[config.mk]
export PLATFORM = sky130hd
export DESIGN_NAME = adc_serial_if
export DESIGN_NICKNAME = d
export VERILOG_FILES = /design/src/rtl/adc_sif_pkg.sv /design/src/rtl/sif_sync.sv /design/src/rtl/sif_ready.sv /design/src/rtl/sif_resync.sv /design/src/rtl/adc_serial_if.sv
export SDC_FILE = /design/constraint.sdc
export NUM_CORES = 1
export LEC_CHECK = 0
export ABC_CLOCK_PERIOD_IN_PS = 4800
export BUFFER_PORTS_ARGS = -buffer_cell sky130_fd_sc_hd__buf_2
export CAP_MARGIN = 0
export CORE_ASPECT_RATIO = 1.4
export CORE_UTILIZATION = 45
export DETAILED_ROUTE_END_ITERATION = 10
export HOLD_SLACK_MARGIN = 0.1
export PLACE_DENSITY = 0.71
export SYNTH_ARGS = -nofsm -noshare
export SYNTH_HDL_FRONTEND = slang
export SYNTH_SLANG_ARGS = --single-unit
[constraint.sdc]
create_clock -name clk -period 4.8 [get_ports clk]
set_clock_uncertainty 0.15 [all_clocks]
set_input_delay 0.96 -clock clk [delete_from_list [all_inputs] [get_ports clk]]
set_output_delay 0.96 -clock clk [all_outputs]
set_load 0.05 [all_outputs]
[src/rtl/adc_sif_pkg.sv]
package adc_sif_pkg;
    typedef enum logic [1:0] {PH_CMD, PH_WR, PH_RD} phase_e;

    localparam logic [2:0] A_COMM = 3'd0;
    localparam logic [2:0] A_MODE = 3'd1;
    localparam logic [2:0] A_CFG  = 3'd2;
    localparam logic [2:0] A_DATA = 3'd3;
    localparam logic [2:0] A_ID   = 3'd4;

    localparam int SHW         = 24;
    localparam int RESYNC_ONES = 32;
endpackage

[src/rtl/sif_sync.sv]
module sif_sync #(
    parameter int          N       = 3,
    parameter logic [N-1:0] RST_VAL = '0
) (
    input  logic         clk,
    input  logic         rst_n,
    input  logic [N-1:0] d,
    output logic [N-1:0] q
);
    logic [N-1:0] s1_q, s2_q;

    always_ff @(posedge clk or negedge rst_n) begin
        if (!rst_n) begin
            s1_q <= RST_VAL;
            s2_q <= RST_VAL;
        end else begin
            s1_q <= d;
            s2_q <= s1_q;
        end
    end

    assign q = s2_q;
endmodule

[src/rtl/sif_ready.sv]
module sif_ready (
    input  logic clk,
    input  logic rst_n,
    input  logic conv_done,
    input  logic pre_update,
    input  logic read_done,
    output logic rdy_n
);
    logic rdy_n_d, rdy_n_q;

    always_comb begin
        rdy_n_d = rdy_n_q;
        if (conv_done)                    rdy_n_d = 1'b0;
        else if (pre_update || read_done) rdy_n_d = 1'b1;
    end

    always_ff @(posedge clk or negedge rst_n) begin
        if (!rst_n) rdy_n_q <= 1'b1;
        else        rdy_n_q <= rdy_n_d;
    end

    assign rdy_n = rdy_n_q;
endmodule

[src/rtl/sif_resync.sv]
module sif_resync #(
    parameter int ONES = 32
) (
    input  logic clk,
    input  logic rst_n,
    input  logic active,
    input  logic rise,
    input  logic bit_in,
    output logic hit,
    output logic [$clog2(ONES+1)-1:0] cnt
);
    localparam int CW = $clog2(ONES + 1);
    localparam logic [CW-1:0] LAST = CW'(ONES - 1);

    logic [CW-1:0] cnt_d, cnt_q;

    assign hit = active && rise && bit_in && (cnt_q == LAST);

    always_comb begin
        cnt_d = cnt_q;
        if (!active)      cnt_d = '0;
        else if (rise)    cnt_d = (bit_in && !hit) ? cnt_q + 1'b1 : '0;
    end

    always_ff @(posedge clk or negedge rst_n) begin
        if (!rst_n) cnt_q <= '0;
        else        cnt_q <= cnt_d;
    end

    assign cnt = cnt_q;
endmodule

[src/rtl/adc_serial_if.sv]
module adc_serial_if
    import adc_sif_pkg::*;
#(
    parameter int         DW       = 24,
    parameter logic [7:0] ID_VALUE = 8'h5A,
    parameter logic [15:0] MODE_RST = 16'h000A,
    parameter logic [15:0] CFG_RST  = 16'h0010
) (
    input  logic          clk,
    input  logic          rst_n,
    input  logic          cs_n,
    input  logic          sclk,
    input  logic          din,
    input  logic          conv_done,
    input  logic [DW-1:0] conv_result,
    input  logic          pre_update,
    output logic          dout,
    output logic          dout_oe,
    output logic [15:0]   mode_word,
    output logic [15:0]   cfg_word
);
    localparam logic [4:0] LEN_DATA = 5'(DW);
    localparam int         CW       = $clog2(RESYNC_ONES + 1);

    typedef struct packed {
        phase_e          phase;
        logic [4:0]      bitcnt;
        logic [4:0]      len;
        logic [2:0]      addr;
        logic            cont;
        logic [SHW-1:0]  shreg;
        logic            dout_bit;
        logic [15:0]     mode;
        logic [15:0]     cfg;
        logic [DW-1:0]   data;
        logic            sclk_prev;
    } st_t;

    st_t st_d, st_q;

    logic cs_s, sclk_s, din_s;
    logic rise, fall, active;
    logic rdy_n, read_done, resync_hit;
    logic [CW-1:0] ones_cnt;
    phase_e phase_q;

    sif_sync #(.N(3), .RST_VAL(3'b110)) u_sync (
        .clk(clk), .rst_n(rst_n),
        .d({cs_n, sclk, din}), .q({cs_s, sclk_s, din_s})
    );

    assign active = !cs_s;
    assign rise   = active &&  sclk_s && !st_q.sclk_prev;
    assign fall   = active && !sclk_s &&  st_q.sclk_prev;

    sif_ready u_ready (
        .clk(clk), .rst_n(rst_n), .conv_done(conv_done),
        .pre_update(pre_update), .read_done(read_done), .rdy_n(rdy_n)
    );

    sif_resync #(.ONES(RESYNC_ONES)) u_resync (
        .clk(clk), .rst_n(rst_n), .active(active), .rise(rise),
        .bit_in(din_s), .hit(resync_hit), .cnt(ones_cnt)
    );

    function automatic logic [4:0] reg_len(input logic [2:0] a);
        case (a)
            A_MODE, A_CFG: return 5'd16;
            A_DATA:        return LEN_DATA;
            default:       return 5'd8;
        endcase
    endfunction

    function automatic logic [SHW-1:0] rd_word(input logic [2:0] a, input st_t s,
                                                input logic rdy);
        logic [SHW-1:0] w;
        w = '0;
        case (a)
            A_COMM: w[SHW-1 -: 8]  = {rdy, 6'b0, (DW == 24)};
            A_MODE: w[SHW-1 -: 16] = s.mode;
            A_CFG:  w[SHW-1 -: 16] = s.cfg;
            A_DATA: w[SHW-1 -: DW] = s.data;
            A_ID:   w[SHW-1 -: 8]  = ID_VALUE;
            default: w = '0;
        endcase
        return w;
    endfunction

    always_comb begin
        logic [7:0]  cmd;
        logic [15:0] word16;
        st_d      = st_q;
        read_done = 1'b0;
        st_d.sclk_prev = sclk_s;
        cmd    = {st_q.shreg[6:0], din_s};
        word16 = {st_q.shreg[14:0], din_s};

        if (conv_done) st_d.data = conv_result;

        if (!active) begin
            st_d.phase  = PH_CMD;
            st_d.bitcnt = '0;
        end else begin
            if (fall) begin
                if (st_q.phase == PH_RD) begin
                    st_d.dout_bit = st_q.shreg[SHW-1];
                    st_d.shreg    = st_q.shreg << 1;
                end else if (st_q.cont && st_q.phase == PH_CMD && !rdy_n) begin
                    st_d.shreg    = rd_word(A_DATA, st_q, rdy_n) << 1;
                    st_d.dout_bit = st_q.data[DW-1];
                    st_d.phase    = PH_RD;
                    st_d.addr     = A_DATA;
                    st_d.len      = LEN_DATA;
                    st_d.bitcnt   = '0;
                end
            end
            if (rise) begin
                case (st_q.phase)
                    PH_CMD: if (!st_q.cont) begin
                        st_d.shreg  = {st_q.shreg[SHW-2:0], din_s};
                        st_d.bitcnt = st_q.bitcnt + 1'b1;
                        if (st_q.bitcnt == 5'd7) begin
                            st_d.bitcnt = '0;
                            if (!cmd[7] && cmd[1:0] == 2'b00) begin
                                st_d.addr = cmd[5:3];
                                st_d.len  = reg_len(cmd[5:3]);
                                if (cmd[6]) begin
                                    if (cmd[5:3] == A_DATA && cmd[2]) begin
                                        st_d.cont = 1'b1;
                                    end else begin
                                        st_d.phase = PH_RD;
                                        st_d.shreg = rd_word(cmd[5:3], st_q, rdy_n);
                                    end
                                end else if (cmd[5:3] != A_COMM) begin
                                    st_d.phase = PH_WR;
                                end
                            end
                        end
                    end
                    PH_WR: begin
                        st_d.shreg  = {st_q.shreg[SHW-2:0], din_s};
                        st_d.bitcnt = st_q.bitcnt + 1'b1;
                        if (st_q.bitcnt == st_q.len - 1'b1) begin
                            st_d.phase  = PH_CMD;
                            st_d.bitcnt = '0;
                            if (st_q.addr == A_MODE) st_d.mode = word16;
                            if (st_q.addr == A_CFG)  st_d.cfg  = word16;
                        end
                    end
                    PH_RD: begin
                        st_d.bitcnt = st_q.bitcnt + 1'b1;
                        if (st_q.bitcnt == st_q.len - 1'b1) begin
                            st_d.phase  = PH_CMD;
                            st_d.bitcnt = '0;
                            read_done   = (st_q.addr == A_DATA);
                        end
                    end
                    default: st_d.phase = PH_CMD;
                endcase
            end
            if (resync_hit) begin
                st_d.phase  = PH_CMD;
                st_d.bitcnt = '0;
                st_d.cont   = 1'b0;
            end
        end
    end

    always_ff @(posedge clk or negedge rst_n) begin
        if (!rst_n) begin
            st_q           <= '0;
            st_q.phase     <= PH_CMD;
            st_q.mode      <= MODE_RST;
            st_q.cfg       <= CFG_RST;
            st_q.dout_bit  <= 1'b1;
            st_q.sclk_prev <= 1'b1;
        end else begin
            st_q <= st_d;
        end
    end

    assign phase_q   = st_q.phase;
    assign dout_oe   = active;
    assign dout      = (st_q.phase == PH_RD) ? st_q.dout_bit : rdy_n;
    assign mode_word = st_q.mode;
    assign cfg_word  = st_q.cfg;
endmodule

==> impl_metrics.tcl <==
set metrics [dict create \
    antenna_cells 0 \
    place.port_buffers 64 \
    critical_path_class "flop to flop" \
    via_count 4886 \
    net-switching-power_uw 654 \
    design.core.area_um2 13500 \
    setup.worst_path.end "st_q[78]" \
    synth_top_cell_by_area "sky130_fd_sc_hd__dfrtp_1" \
    insertion_delay_ps 350 \
    critical_path_peak_fanout 19 \
    sum_neg_setup_slack_ps 0 \
    synth_commonest_cells "sky130_fd_sc_hd__dfrtp_1 (101), sky130_fd_sc_hd__mux2_2 (51), sky130_fd_sc_hd__o21ai_0 (47), sky130_fd_sc_hd__buf_4 (32), sky130_fd_sc_hd__nor2_1 (31)" \
    p_comb_share_pct 14.2 \
    route.detailed.drc 0 \
    worst_r2r_startpoint "phase_q[0]" \
    drt-initial-drc-count 535 \
    clock_tree.root_cell "sky130_fd_sc_hd__clkbuf_16" \
    vias_per_cell 6.26 \
    async_reset_ff_share_pct 100 \
    dieArea_um2 14400 \
    area_growth_syn_to_layout_pct 7.59 \
    floorplan.die.height_um 142 \
    worstReg2RegEnd "st_q[78]" \
    pin_count 65 \
    critPathArrivalTime_ps 3280 \
    seq_power_share_pct 51.3 \
    worst_setup_path_startpoint "phase_q[0]" \
    setup.worst_path.end_class "flop" \
    holdCritPathClass "flop to flop" \
    antenna_found_initial 0 \
    power.static_leakage_uw 0.00313 \
    via_count_of_the_first_global_routing_pass 5092 \
    drt_pass1_iterations 5 \
    internal_power_uw 1550 \
    dp_hpwl_um 11600 \
    wl_per_cell_um 20.9 \
    run_status "completed" \
    fin_crit_sh_pct 67.0 \
    yosys.area.top_type_share_pct 40.2 \
    cp.required_ps 4870 \
    syn-cell-area_um2 6280 \
    synthTopCellsByArea "sky130_fd_sc_hd__dfrtp_1 (40%), sky130_fd_sc_hd__mux2_2 (9.1%), sky130_fd_sc_hd__mux2_4 (4.8%)" \
    most_used_flip_flop_cell_after_synthesis "sky130_fd_sc_hd__dfrtp_1" \
    synth_enable_flop_cells 0 \
    synth_nets 620 \
    num-nets-final 631 \
    chipWidth_um 102 \
    finalSetupViolations 0 \
    ff2ff_path_depth 7 \
    clkPwrFrac_pct 34.5 \
    initial_utilization_pct 46.5 \
    grt_first_pass_wirelength_um 26200 \
    grt_remaining_overflow 0 \
    buffer_levels_on_the_longest_clock_path 2 \
    r2r_slack_ps 1580 \
    worst_setup_hold_path_clk_slew_ps 80 \
    layout.filler_cells 1273 \
    max_freq_mhz 311 \
    synth-seq-cells 111 \
    number_of_setup_buffers_added_after_cts 0 \
    clock_tree_from_tritoncts "done" \
    pin_count_of_the_biggest_net_entering_global_routing 44 \
    totalWireLength_um 16300 \
    irDropWorstVdd_v 0.000204 \
    synth_most_common_cell "sky130_fd_sc_hd__dfrtp_1" \
    worst_slew_margin_rel_pct 23.1 \
    worst-slew-pin-transition_ps 1150 \
    start_kind "flop" \
    cts.sinks 111 \
    cts_inserted_buffers 9 \
    switching_share_pct 29.7 \
    depth_of_the_cts_h_tree 3 \
    synth_sequential_area_ratio_pct 44.4 \
    post_synth.cell_area_avg_um2 10.8 \
    post_route_worst_hold_slack_ps 203 \
    post_synthesis_instance_total 582 \
    finalCriticalPeriod_ps 3220 \
    post_cts_hold_buffer_count 0 \
    timing.final.hold_violations 0 \
    power.density_nw_per_um2 327 \
    yosys_warnings 0 \
    max_cap_viols 0 \
    num_rows 50 \
    global_route.usage.total_pct 23.7 \
    max_slew_violations 0 \
    gp_congestion 0.932 \
    post_cts_sizing 0 \
    antenna_left 0 \
    post_route_cells_drive_above_1_share_pct 31.3 \
    rsz0062_at_grt "no" \
    distinct_cell_type_count_after_synthesis 82 \
]
## sequential cells by signal, summed over array words and instances, names as in the netlist
| signal | count |
|---|---|
| st_q | 64 |
| u_sync.s1_q | 3 |
| cfg_word | 16 |
| mode_word | 16 |
| phase_q | 2 |
| u_ready.rdy_n | 1 |
| u_resync.cnt | 6 |
| u_sync.q | 3 |
## placed cells by master (no fill, tap or decap), drive strengths merged, types with 5 or more instances in the layout
cell type	synthesis	layout
a2bb2oi	8	8
a211o	5	5
nor2b	6	6
dfrtp	101	101
a2111oi	5	5
o21a	5	5
and3	8	8
clkbuf	30	10
o21ai	50	50
ha	7	7
inv	13	15
nor3	9	9
nor2	33	33
xnor2	6	6
nand3	8	8
a21oi	19	19
buf	40	70
mux2	71	71
o22ai	17	17
dfstp	10	10
o211ai	5	5
a22oi	17	17
nand3b	5	5
nand2	24	24
## worst max-delay path: stages, from the launching register on
cell and delay, ps:
sky130_fd_sc_hd__dfrtp_1 420, sky130_fd_sc_hd__inv_1 110, sky130_fd_sc_hd__ha_1 350, sky130_fd_sc_hd__nand4bb_1 780, sky130_fd_sc_hd__o21ai_2 690, sky130_fd_sc_hd__nor2_1 190
sky130_fd_sc_hd__a222oi_1 260, sky130_fd_sc_hd__o21ai_0 140
## per-stage QoR
step	std cells	setup slack [ps]	util (%)	power (µW)	area (µm²)
final	780	1580	50.0	2210	6760
after global routing	780	1390	50.0	2290	6760
after CTS	780	1680	50.0	2220	6760
after detailed placement	764	1690	47.8	1450	6460
after global placement	764	1850	47.8	1450	6460
after floorplan	582	2380	-	1320	6280
## cell type report
class / count / area (µm²) / share of cell area [%]
clock buffers: 10 / 229 / 3.39
clock inverters: 6 / 70.1 / 1.04
inverters: 14 / 52.6 / 0.778
multi-input cells: 387 / 3020 / 44.7
flip-flops and latches: 111 / 2790 / 41.3
well taps: 182 / 228 / 3.37
repair buffers: 70 / 368 / 5.44
## routing by layer
layer	vias to the layer above	global-route usage [%]	share of wire, %
li1	2165	-	-
met1	2433	27.6	38
met2	218	40.8	51
met3	70	3.00	5.2
met4	0	15.0	5.7
met5	-	0	0
## kinds of logic after synthesis
family / share of synthesized area [%]
and+or+nand+nor: 11.6
buffers and inverters: 7.51
xor gates and xnor gates: 1.26
DFF: 44.4
muxes: 14.8
AOI/OAI and AO/OA: 19.0
adders and majority gates: 1.39
## power groups by stage
| stage | sequential (µW) | combinational, µW | clock [µW] |
|---|---|---|---|
| after floorplan | 1060 | 259 | 0 |
| after global placement | 1140 | 306 | 0 |
| after detailed placement | 1140 | 312 | 0 |
| after CTS | 1130 | 314 | 775 |
| after global routing | 1140 | 344 | 806 |
| final | 1130 | 314 | 762 |
## worst min path at each step
stage	start	endpoint	slack (ps)	depth (start not counted)
6_report	u_sync.s1_q[0]	u_sync.q[0]	200	0
5_1_grt	u_sync.s1_q[0]	u_sync.q[0]	220	0
4_1_cts	u_sync.s1_q[0]	u_sync.q[0]	200	0
3_5_place_dp	u_sync.s1_q[0]	u_sync.q[0]	190	0
3_3_place_gp	u_sync.s1_q[0]	u_sync.q[0]	180	0
2_1_floorplan	u_sync.s1_q[0]	u_sync.q[0]	180	0
(Power assumes the default switching activity.)
